==> config.mk <==
export PLATFORM = sky130hd
export DESIGN_NAME = dma_cycle_seq
export DESIGN_NICKNAME = d
export VERILOG_FILES = /design/src/rtl/dma_cycle_seq.sv
export SDC_FILE = /design/constraint.sdc
export NUM_CORES = 1
export LEC_CHECK = 0
export BUFFER_PORTS_ARGS = -buffer_cell sky130_fd_sc_hd__buf_2
export CORE_ASPECT_RATIO = 0.8
export CORE_MARGIN = 2
export CORE_UTILIZATION = 30
export DETAILED_ROUTE_END_ITERATION = 8
export PLACE_DENSITY_LB_ADDON = 0.05
export SLEW_MARGIN = 5
export SYNTH_ARGS = -nofsm -noshare
export SYNTH_HDL_FRONTEND = slang
export SYNTH_SLANG_ARGS = --single-unit
==> constraint.sdc <==
create_clock -name clk -period 6 [get_ports clk]
set_input_delay 1.2 -clock clk [delete_from_list [all_inputs] [get_ports clk]]
set_output_delay 1.2 -clock clk [all_outputs]
set_load 0.05 [all_outputs]
==> src/rtl/dma_cycle_seq.sv <==
module dma_cycle_seq #(
  parameter int CNT_W = 10
) (
  input  logic             clk,
  input  logic             rst_n,
  input  logic             en_set_i,
  input  logic             en_clr_i,
  input  logic             req_i,
  input  logic             sw_req_i,
  output logic             arb_req_o,
  input  logic             arb_gnt_i,
  output logic             xfer_o,
  input  logic             xfer_ack_i,
  input  logic             ld_i,
  input  logic             ld_alt_i,
  input  logic [2:0]       ld_type_i,
  input  logic [CNT_W-1:0] ld_cnt_i,
  input  logic [3:0]       ld_pow_i,
  input  logic             rd_alt_i,
  output logic [2:0]       rd_type_o,
  output logic [CNT_W-1:0] rd_cnt_o,
  output logic             done_o,
  output logic             ch_en_o,
  output logic             act_alt_o
);
  localparam logic [2:0] T_BASIC = 3'b001;
  localparam logic [2:0] T_AUTO  = 3'b010;
  localparam logic [2:0] T_PING  = 3'b011;

  typedef enum logic [1:0] {S_IDLE, S_ARB, S_XFER} st_t;
  st_t st;

  logic [2:0]       dtype [2];
  logic [CNT_W-1:0] dcnt  [2];
  logic [3:0]       dpow  [2];
  logic             en, act, pend, psw, swm, done;
  logic [CNT_W-1:0] bleft;

  function automatic logic usable(input logic [2:0] t, input logic [CNT_W-1:0] c);
    return (t == T_BASIC || t == T_AUTO || t == T_PING) && c != '0;
  endfunction

  logic [2:0]       cur_t;
  logic [CNT_W-1:0] cur_c;
  logic [CNT_W:0]   lim;
  logic [CNT_W-1:0] blen;
  logic             nxt_ok;

  assign cur_t  = dtype[act];
  assign cur_c  = dcnt[act];
  assign nxt_ok = usable(dtype[~act], dcnt[~act]);
  assign lim    = ({28'd0, dpow[act]} >= 32'(CNT_W)) ? {1'b1, {CNT_W{1'b0}}}
                                                     : (CNT_W+1)'(1) << dpow[act];
  assign blen   = ({1'b0, cur_c} < lim) ? cur_c : lim[CNT_W-1:0];

  assign arb_req_o = (st == S_ARB);
  assign xfer_o    = (st == S_XFER);
  assign done_o    = done;
  assign ch_en_o   = en;
  assign act_alt_o = act;
  assign rd_type_o = dtype[rd_alt_i];
  assign rd_cnt_o  = dcnt[rd_alt_i];

  always_ff @(posedge clk) begin
    if (!rst_n) begin
      st    <= S_IDLE;
      en    <= 1'b0;
      act   <= 1'b0;
      pend  <= 1'b0;
      psw   <= 1'b0;
      swm   <= 1'b0;
      done  <= 1'b0;
      bleft <= '0;
      for (int i = 0; i < 2; i++) begin
        dtype[i] <= '0;
        dcnt[i]  <= '0;
        dpow[i]  <= '0;
      end
    end else begin
      done <= 1'b0;
      pend <= pend | req_i | sw_req_i;
      psw  <= psw | sw_req_i;
      if (en_set_i) en <= 1'b1;

      case (st)
        S_IDLE: if (en && pend) begin
          pend <= req_i | sw_req_i;
          psw  <= sw_req_i;
          if (usable(cur_t, cur_c)) begin
            st  <= S_ARB;
            swm <= psw;
          end else begin
            en <= 1'b0;
          end
        end
        S_ARB: begin
          if (!en) st <= S_IDLE;
          else if (arb_gnt_i) begin
            st    <= S_XFER;
            bleft <= blen;
          end
        end
        S_XFER: if (xfer_ack_i) begin
          dcnt[act] <= cur_c - CNT_W'(1);
          bleft     <= bleft - CNT_W'(1);
          if (cur_c == CNT_W'(1)) begin
            done       <= 1'b1;
            dtype[act] <= 3'b000;
            if (cur_t == T_PING) begin
              act <= ~act;
              if (!nxt_ok) begin
                en <= 1'b0; st <= S_IDLE; swm <= 1'b0; pend <= 1'b0; psw <= 1'b0;
              end else if (en && swm) st <= S_ARB;
              else st <= S_IDLE;
            end else begin
              en <= 1'b0; st <= S_IDLE; swm <= 1'b0; pend <= 1'b0; psw <= 1'b0;
            end
          end else if (bleft == CNT_W'(1)) begin
            if (en && (cur_t == T_AUTO || swm)) st <= S_ARB;
            else st <= S_IDLE;
          end
        end
        default: st <= S_IDLE;
      endcase

      if (en_clr_i) en <= 1'b0;
      if (ld_i) begin
        dtype[ld_alt_i] <= ld_type_i;
        dcnt[ld_alt_i]  <= ld_cnt_i;
        dpow[ld_alt_i]  <= ld_pow_i;
      end
    end
  end
endmodule

After elaboration in Yosys (flattened, before gate mapping)
Memories as Yosys holds them, arrays and structs flattened. A register that Yosys moved wholly into a read port is not among the register bits.
Index checks and enable logic that the tools add are counted.
{"block": "op_classes", "eq_ne": 19, "n_addsub": 2, "n_bitwise": 6, "reduce_logical": 25, "n_shift": 1, "muxes": 79, "magnitude_cmp": 2}
{"operator": "10-bit two-way mux", "count": 6}
{"operator": "1-bit two-way mux", "count": 55}
{"operator": "10-bit by 1-bit == test with 1-bit output (second input constant)", "count": 2}
{"operator": "10-bit case mux with 2 select lines", "count": 1}
{"operator": "10-bit nonzero test", "count": 2}
{"operator": "10-bit OR reduction", "count": 2}
{"operator": "10-bit by 1-bit subtractor with 10-bit output (second input constant)", "count": 2}
{"operator": "2-bit two-way mux", "count": 8}
{"operator": "3-bit by 2-bit == test with 1-bit output (second input constant)", "count": 4}
{"operator": "10-bit by 11-bit < comparator with 1-bit output", "count": 1}
{"operator": "11-bit two-way mux", "count": 1}
{"operator": "1-bit by 4-bit left shift with 11-bit output (first input constant)", "count": 1}
{"operator": "2-bit by 1-bit != test with 1-bit output (second input constant)", "count": 4}
{"operator": "1-bit case mux with 2 select lines", "count": 4}
{"operator": "4-bit AND reduction", "count": 2}
{"operator": "3-bit by 1-bit == test with 1-bit output (second input constant)", "count": 2}
{"operator": "3-bit two-way mux", "count": 2}
{"operator": "3-bit != test (second input constant)", "count": 2}
{"operator": "2-bit case mux with 3 select lines", "count": 1}
{"operator": "6-bit AND reduction", "count": 1}
{"operator": "3-bit OR reduction", "count": 2}
{"operator": "1-bit logical AND", "count": 5}
{"operator": "1-bit logical OR", "count": 5}
{"operator": "5-bit AND reduction", "count": 1}
{"operator": "12 further kinds", "count": 18}
{"block": "word_totals", "output_inout_bits": 18, "n_memories": 3, "regBits": 18, "elab_cells": 145, "ram_bits": 34, "inputBits": 28}
{"name": "dcnt", "depth": 2, "word_bits": 10, "read_ports": 3, "rd_ports_with_merged_regs": 1, "wr": 2, "line_no": "34", "text": "logic [CNT_W-1:0] dcnt [2];"}
{"name": "dpow", "depth": 2, "word_bits": 4, "read_ports": 1, "rd_ports_with_merged_regs": 1, "wr": 2, "line_no": "35", "text": "logic [3:0] dpow [2];"}
{"name": "dtype", "depth": 2, "word_bits": 3, "read_ports": 3, "rd_ports_with_merged_regs": 1, "wr": 2, "line_no": "33", "text": "logic [2:0] dtype [2];"}

Logic depth before layout (Yosys ltp)
Gate-level depths: netlist (run 1).
An unclocked memory read counts as a cell.
{"block": "logic_depth", "word_depth": 11, "ltp_mapped": 14, "ltp_nobuf": 10}

Least setup slack after synthesis (run 1)
OpenSTA, ideal clock, no wires.
{"block": "synth_path", "path_type": "in2out", "start": "in rd_alt_i", "end": "out rd_cnt_o[0]", "stages": 2, "arrival_time_ns": 2.020, "required_time_ns": 4.800, "slack_ns": 2.780, "cell_sequence": "buf_1 > mux2_2"}
{"block": "synth_between", "elab_chain_len": 1}
{"item": "start, declared", "line_no": "19", "text": "input logic rd_alt_i,"}
{"item": "memory 2 x 10 bit"}
{"item": "end, declared", "line_no": "21", "text": "output logic [CNT_W-1:0] rd_cnt_o,"}
Every way passes these cells.

==> results.tsv, run 1 <==
metric	value	unit
status	finished, final reports clean	
gp_congestion	0.835	
cts_root_buf	clkbuf_16	
yosys.area_share.simple	0.222	
instances_no_fill	592	
vias	3146	
hpwl	8.24	mm
whs	0.489	ns
skew	0.00566	ns
syn_nets	442	
yosysWarnings	0	
worstMarginPinSlew	0.979	ns
placed_cells	584	
grt_pass1_wl	16.7	mm
cts.sinks	53	
drv_slew	0	
first_pass_iters	4	
tritoncts	built	
die_area	12900	um2
synth_mux_area_frac	0.0917	
hold_viol	0	
antennaDiodeCount	0	
yosysSeqAreaShare	0.389	
initial_utilization	0.311	
fmax	279	MHz
postCtsSetupRepairBufs	0	
grt_max_degree	23	
period_share	0.597	
rows	35	
syn_avg_cell_area	8.99	um2
num_io_pins	46	
drt_wl_total	10.6	mm
io_buffers	45	
synth_top_family_by_area	simple AND/OR/NAND/NOR gates	
synth_area	3600	um2
async_reset_ff_frac	0	
yosys.area_share.adder	0.0451	
syn2layout_area_growth	14.2	%
grt.overflow.total	0	
critPathMaxFanout	16	
p_per_area	231	nW/um2
crit_required	6.23	ns
synth-edff-count	34	
r2r-end	bleft[8]	
maxCapViolCount	0	
holdCritStartpoint	psw	
rsz0062_at_grt	no	
start_kind	flip-flop	
worst_slack	2.42	ns
synth_compound_gate_area_share	0.187	
max-slew-margin-rel	0.345	
fin_crit	3.58	ns
ff2ff_path_depth	9	
setup_tns	0	ns
antenna_found_initial	0	
coreArea	11600	um2
synth.ff_latch_count	53	
drt-initial-drc-count	159	
clk_pin_slew	0.08	ns
synth_ff_type	edfxtp_1	
ys_types	65	
finalSetupViolCount	0	
drc	0	
yosys.area_share.xor_xnor	0.0219	
critPathArrivalTime	3.81	ns
postCtsHoldBufs	0	
grt_pass1_vias	3057	
cts.repair.resized	0	
finish.net_count	484	
cts-buffers-inserted	5	
fillers	1204	
peakVddDrop	0.0917	mV
track_usage	0.169	
die_h	102	um
clk_latency	0.30	ns
r2r_slack	2.42	ns
detail-route-antenna-nets	0	
cts_buffer_depth	2	
endpoint_kind	flip-flop	
worst-setup-path-type	reg2reg	
hold_depth	2	
power.leakage	0.00159	uW
wl_per_cell	17.9	um
dp_slack	2.50	ns
cts_htree_levels	2	
synth_cells	401	
hold_end	psw	
drive_above_1_share	0.187	
hp-class	reg2reg	
via_per_inst	5.31	
dieWidth	127	um
==> kinds of logic (layout without fill, tap and decap cells) <==
family / count (synthesis) / in the layout
compound gates: 104 / 104
xor+xnor: 9 / 9
fa+ha+maj: 13 / 13
buf+inv: 37 / 80
flops: 53 / 53
mux: 29 / 29
simple gates: 156 / 156
==> through the flow <==
step           power [uW]  instance area, um2  utilization
2_1_floorplan         590                3600            -
3_3_place_gp          658                3970        0.342
3_5_place_dp          658                3970        0.342
4_1_cts               961                4120        0.355
5_1_grt               997                4120        0.355
6_report              952                4120        0.355
==> cell usage in the layout, fill, tap and decap left out, types with 3 or more instances in the layout <==
cell / instances
nor2_1: 26
and2_1: 15
nor4_1: 3
or3_1: 3
o32ai_1: 4
a21oi_1: 22
edfxtp_1: 34
o21bai_1: 3
buf_2: 45
and3_1: 7
nand3_1: 12
o21ai_0: 28
a32o_1: 3
ha_1: 13
xnor2_1: 8
nand2_1: 50
mux2i_1: 9
clkbuf_16: 5
buf_4: 4
o21ai_1: 8
nor3_1: 16
a211oi_1: 3
mux2_1: 3
mux2_2: 15
nor3b_1: 3
o221ai_1: 3
inv_1: 22
a31oi_1: 7
dfxtp_1: 19
==> layout make-up <==
class | count | area, um2 | area share
Clock buffer | 6 | 129 | 0.0313
Clock inverter | 2 | 13.8 | 0.00334
Inverter | 23 | 86.3 | 0.0210
Multi-Input combinational cell | 311 | 2050 | 0.497
Sequential cell | 53 | 1400 | 0.340
Tap cell | 148 | 185 | 0.0450
Timing Repair Buffer | 49 | 255 | 0.0620
==> flip-flops by register name, summed over array words and instances, names as in the netlist, named ones only <==
name / count
act_alt_o: 1
bleft: 10
ch_en_o: 1
dcnt: 20
done_o: 1
dpow: 8
dtype: 6
pend: 1
psw: 1
st: 2
swm: 1
==> cell usage after synthesis, drive strengths merged, types with 12 or more instances <==
cell / n / area, um2
a21oi: 22 / 110
and2: 15 / 93.8
dfxtp: 19 / 380
edfxtp: 34 / 1020
ha: 13 / 163
inv: 23 / 86.3
mux2: 19 / 218
nand2: 51 / 194
nand3: 12 / 60.1
nor2: 27 / 104
nor3: 16 / 80.1
o21ai: 36 / 180
==> routing by layer <==
metal / routed length (um) / global-route usage
met5: 0 / 0
met4: 99 / 0.0440
met3: 591 / 0.0277
met2: 4520 / 0.260
met1: 5390 / 0.247
==> worst max-delay path by stage <==
stage                         start          end  slack (ns)  cells after the start
after floorplan            rd_alt_i  rd_cnt_o[0]        2.78                      2
after CTS                 flip-flop     bleft[8]        2.48                      9
after global placement    flip-flop     bleft[9]        2.50                      9
after global routing      flip-flop     bleft[9]        2.04                      9
after detailed placement  flip-flop     bleft[8]        2.50                      9
final                     flip-flop     bleft[8]        2.42                      9
==> where the power goes <==
group          leakage, uW  internal (uW)  switching, uW
clock            0.0000712            157            146
sequential        0.000496            412           25.1
combinational      0.00102           73.0            140
==> worst max-delay path, cell delays in order, from the launching register on <==
cell and delay, ns:
dfxtp_1 0.45, o32ai_1 0.90, nand2_1 0.22, ha_1 0.37, a21o_1 0.19, o21ai_0 0.26, a31oi_1 0.17, nor2_1 0.43
mux2_1 0.37, a21oi_1 0.15
Power figures use the tool's default switching activity.
==> inputs of run 2 (changes only) <==
==> constraint.sdc (replaced) <==
create_clock -name clk -period 3.6 [get_ports clk]
set_input_delay 0.72 -clock clk [delete_from_list [all_inputs] [get_ports clk]]
set_output_delay 0.72 -clock clk [all_outputs]
set_load 0.05 [all_outputs]
==> results.tsv, run 2 (synthesis gave the netlist of run 1 again) <==
metric	value	unit	change
status	finished, final reports clean		unchanged
via_per_inst	5.32		was 5.31
cts.sinks	53		unchanged
max-slew-margin-rel	0.463		was 0.345
final_common_cell	nand2_1		unchanged
start_kind	flip-flop		unchanged
critPathMaxFanout	23		was 16
syn2layout_area_growth	15.6	%	was 14.2%
whs	0.492	ns	was 0.489 ns
postCtsHoldBufs	0		unchanged
endpoint_kind	flip-flop		unchanged
instances_no_fill	597		was 592
layout_common_cells	50 x nand2_1, 45 x buf_2, 34 x edfxtp_1		unchanged
io_buffers	45		unchanged
rows	35		unchanged
drc	0		unchanged
drive_above_1_share	0.196		was 0.187
tritoncts	built		unchanged
hold_depth	2		unchanged
finalSetupViolCount	0		unchanged
detail-route-antenna-nets	0		unchanged
final_util	0.359		was 0.355
cts_root_buf	clkbuf_16		unchanged
worst-setup-path-type	reg2reg		unchanged
first_pass_iters	5		was 4
crit_required	3.83	ns	was 6.23 ns
regMostFlops	dcnt		unchanged
largest_reg_flops	20		unchanged
track_usage	0.165		was 0.169
fmax	315	MHz	was 279 MHz
die_area	12900	um2	unchanged
holdCritStartpoint	psw		unchanged
top_regs	dcnt (20), bleft (10), dpow (8)		unchanged
clk_latency	0.30	ns	about the same
antenna_found_initial	0		unchanged
drv_slew	0		unchanged
hp-class	reg2reg		unchanged
peakVddDrop	0.165	mV	was 0.0917 mV
fillers	1208		was 1204
multiInputGateArea	2050	um2	unchanged
power.leakage	0.00161	uW	was 0.00159 uW
finish.net_count	489		was 484
setup_tns	0	ns	unchanged
coreArea	11600	um2	unchanged
wl_per_cell	17.2	um	was 17.9 um
fin_crit	3.17	ns	was 3.58 ns
maxCapViolCount	0		unchanged
drt-initial-drc-count	201		was 159
p_per_area	378	nW/um2	was 231 nW/um2
grt_max_degree	24		was 23
regArea	1400	um2	unchanged
cts.repair.resized	0		unchanged
initial_utilization	0.311		unchanged
skew	0.00820	ns	was 0.00566 ns
dieWidth	127	um	unchanged
rsz0062_at_grt	no		unchanged
postCtsSetupRepairBufs	0		unchanged
hold_viol	0		unchanged
r2r-end	bleft[8]		unchanged
grt.overflow.total	0		unchanged
gp_congestion	0.828		was 0.835
vias	3179		was 3146
cts_buffer_depth	2		unchanged
num_io_pins	46		unchanged
antennaDiodeCount	0		unchanged
hold_end	psw		unchanged
r2r_slack	0.43	ns	was 2.42 ns
grt_pass1_wl	16.4	mm	was 16.7 mm
placed_cells	589		was 584
period_share	0.881		was 0.597
cts_htree_levels	2		unchanged
die_h	102	um	unchanged
ff2ff_path_depth	10		was 9
cts-buffers-inserted	5		unchanged
hpwl	8.14	mm	was 8.24 mm
drt_wl_total	10.3	mm	was 10.6 mm
clk_pin_slew	0.07	ns	was 0.08 ns
grt_pass1_vias	3000		was 3057
worstMarginPinSlew	0.798	ns	was 0.979 ns
critPathArrivalTime	3.40	ns	was 3.81 ns
run 2: cell count changes in the layout (fill, tap and decap cells not counted), sizes merged:
cell  previous run  this run
buf             49        54
run 2: worst max path at each step:
stage / from / end / cells after the start
floorplan: flip-flop / bleft[2] / 12
global placement: flip-flop / bleft[9] / 10
detailed placement: flip-flop / bleft[8] / 10
CTS: flip-flop / bleft[8] / 10
global route: flip-flop / bleft[9] / 10
finish: flip-flop / bleft[8] / 10
run 2: per-stage QoR:
stage / power (uW) / instance area [um2] / setup slack (ns)
floorplan: 983 / 3600 / 0.529
detailed placement: 1100 / 4020 / 0.437
finish: 1570 / 4170 / 0.430
global route: 1660 / 4170 / 0.152
global placement: 1100 / 4020 / 0.480
CTS: 1600 / 4170 / 0.419
run 2: layout make-up:
type                            count  area share
Multi-Input combinational cell    311       0.491
Sequential cell                    53       0.336
Timing Repair Buffer               54      0.0733
Tap cell                          148      0.0444
Clock buffer                        6      0.0309
Inverter                           23      0.0207
Clock inverter                      2     0.00330
run 2: power breakdown:
group | switching (uW) | total, uW | internal (uW)
logic | 231 | 357 | 126
registers | 40.4 | 727 | 687
clock network | 229 | 490 | 260
run 2: worst max-delay path, cell delays in order, from the launching register on:
cell and delay (ns):
dfxtp_1 0.61, buf_12 0.24, mux2i_1 0.37, inv_1 0.13, ha_1 0.31, o21a_1 0.16, o21ai_0 0.26, a2111oi_2 0.11
nor2_1 0.40, mux2_1 0.37, a21oi_1 0.13
run 2: layer usage:
| layer | part of all wire | track usage | up-vias |
|---|---|---|---|
| li1 | - | - | 1582 |
| met1 | 0.51 | 0.245 | 1523 |
| met2 | 0.44 | 0.251 | 65 |
| met3 | 0.045 | 0.0298 | 9 |
| met4 | 0.0063 | 0.0347 | 0 |
| met5 | 0 | 0 | - |
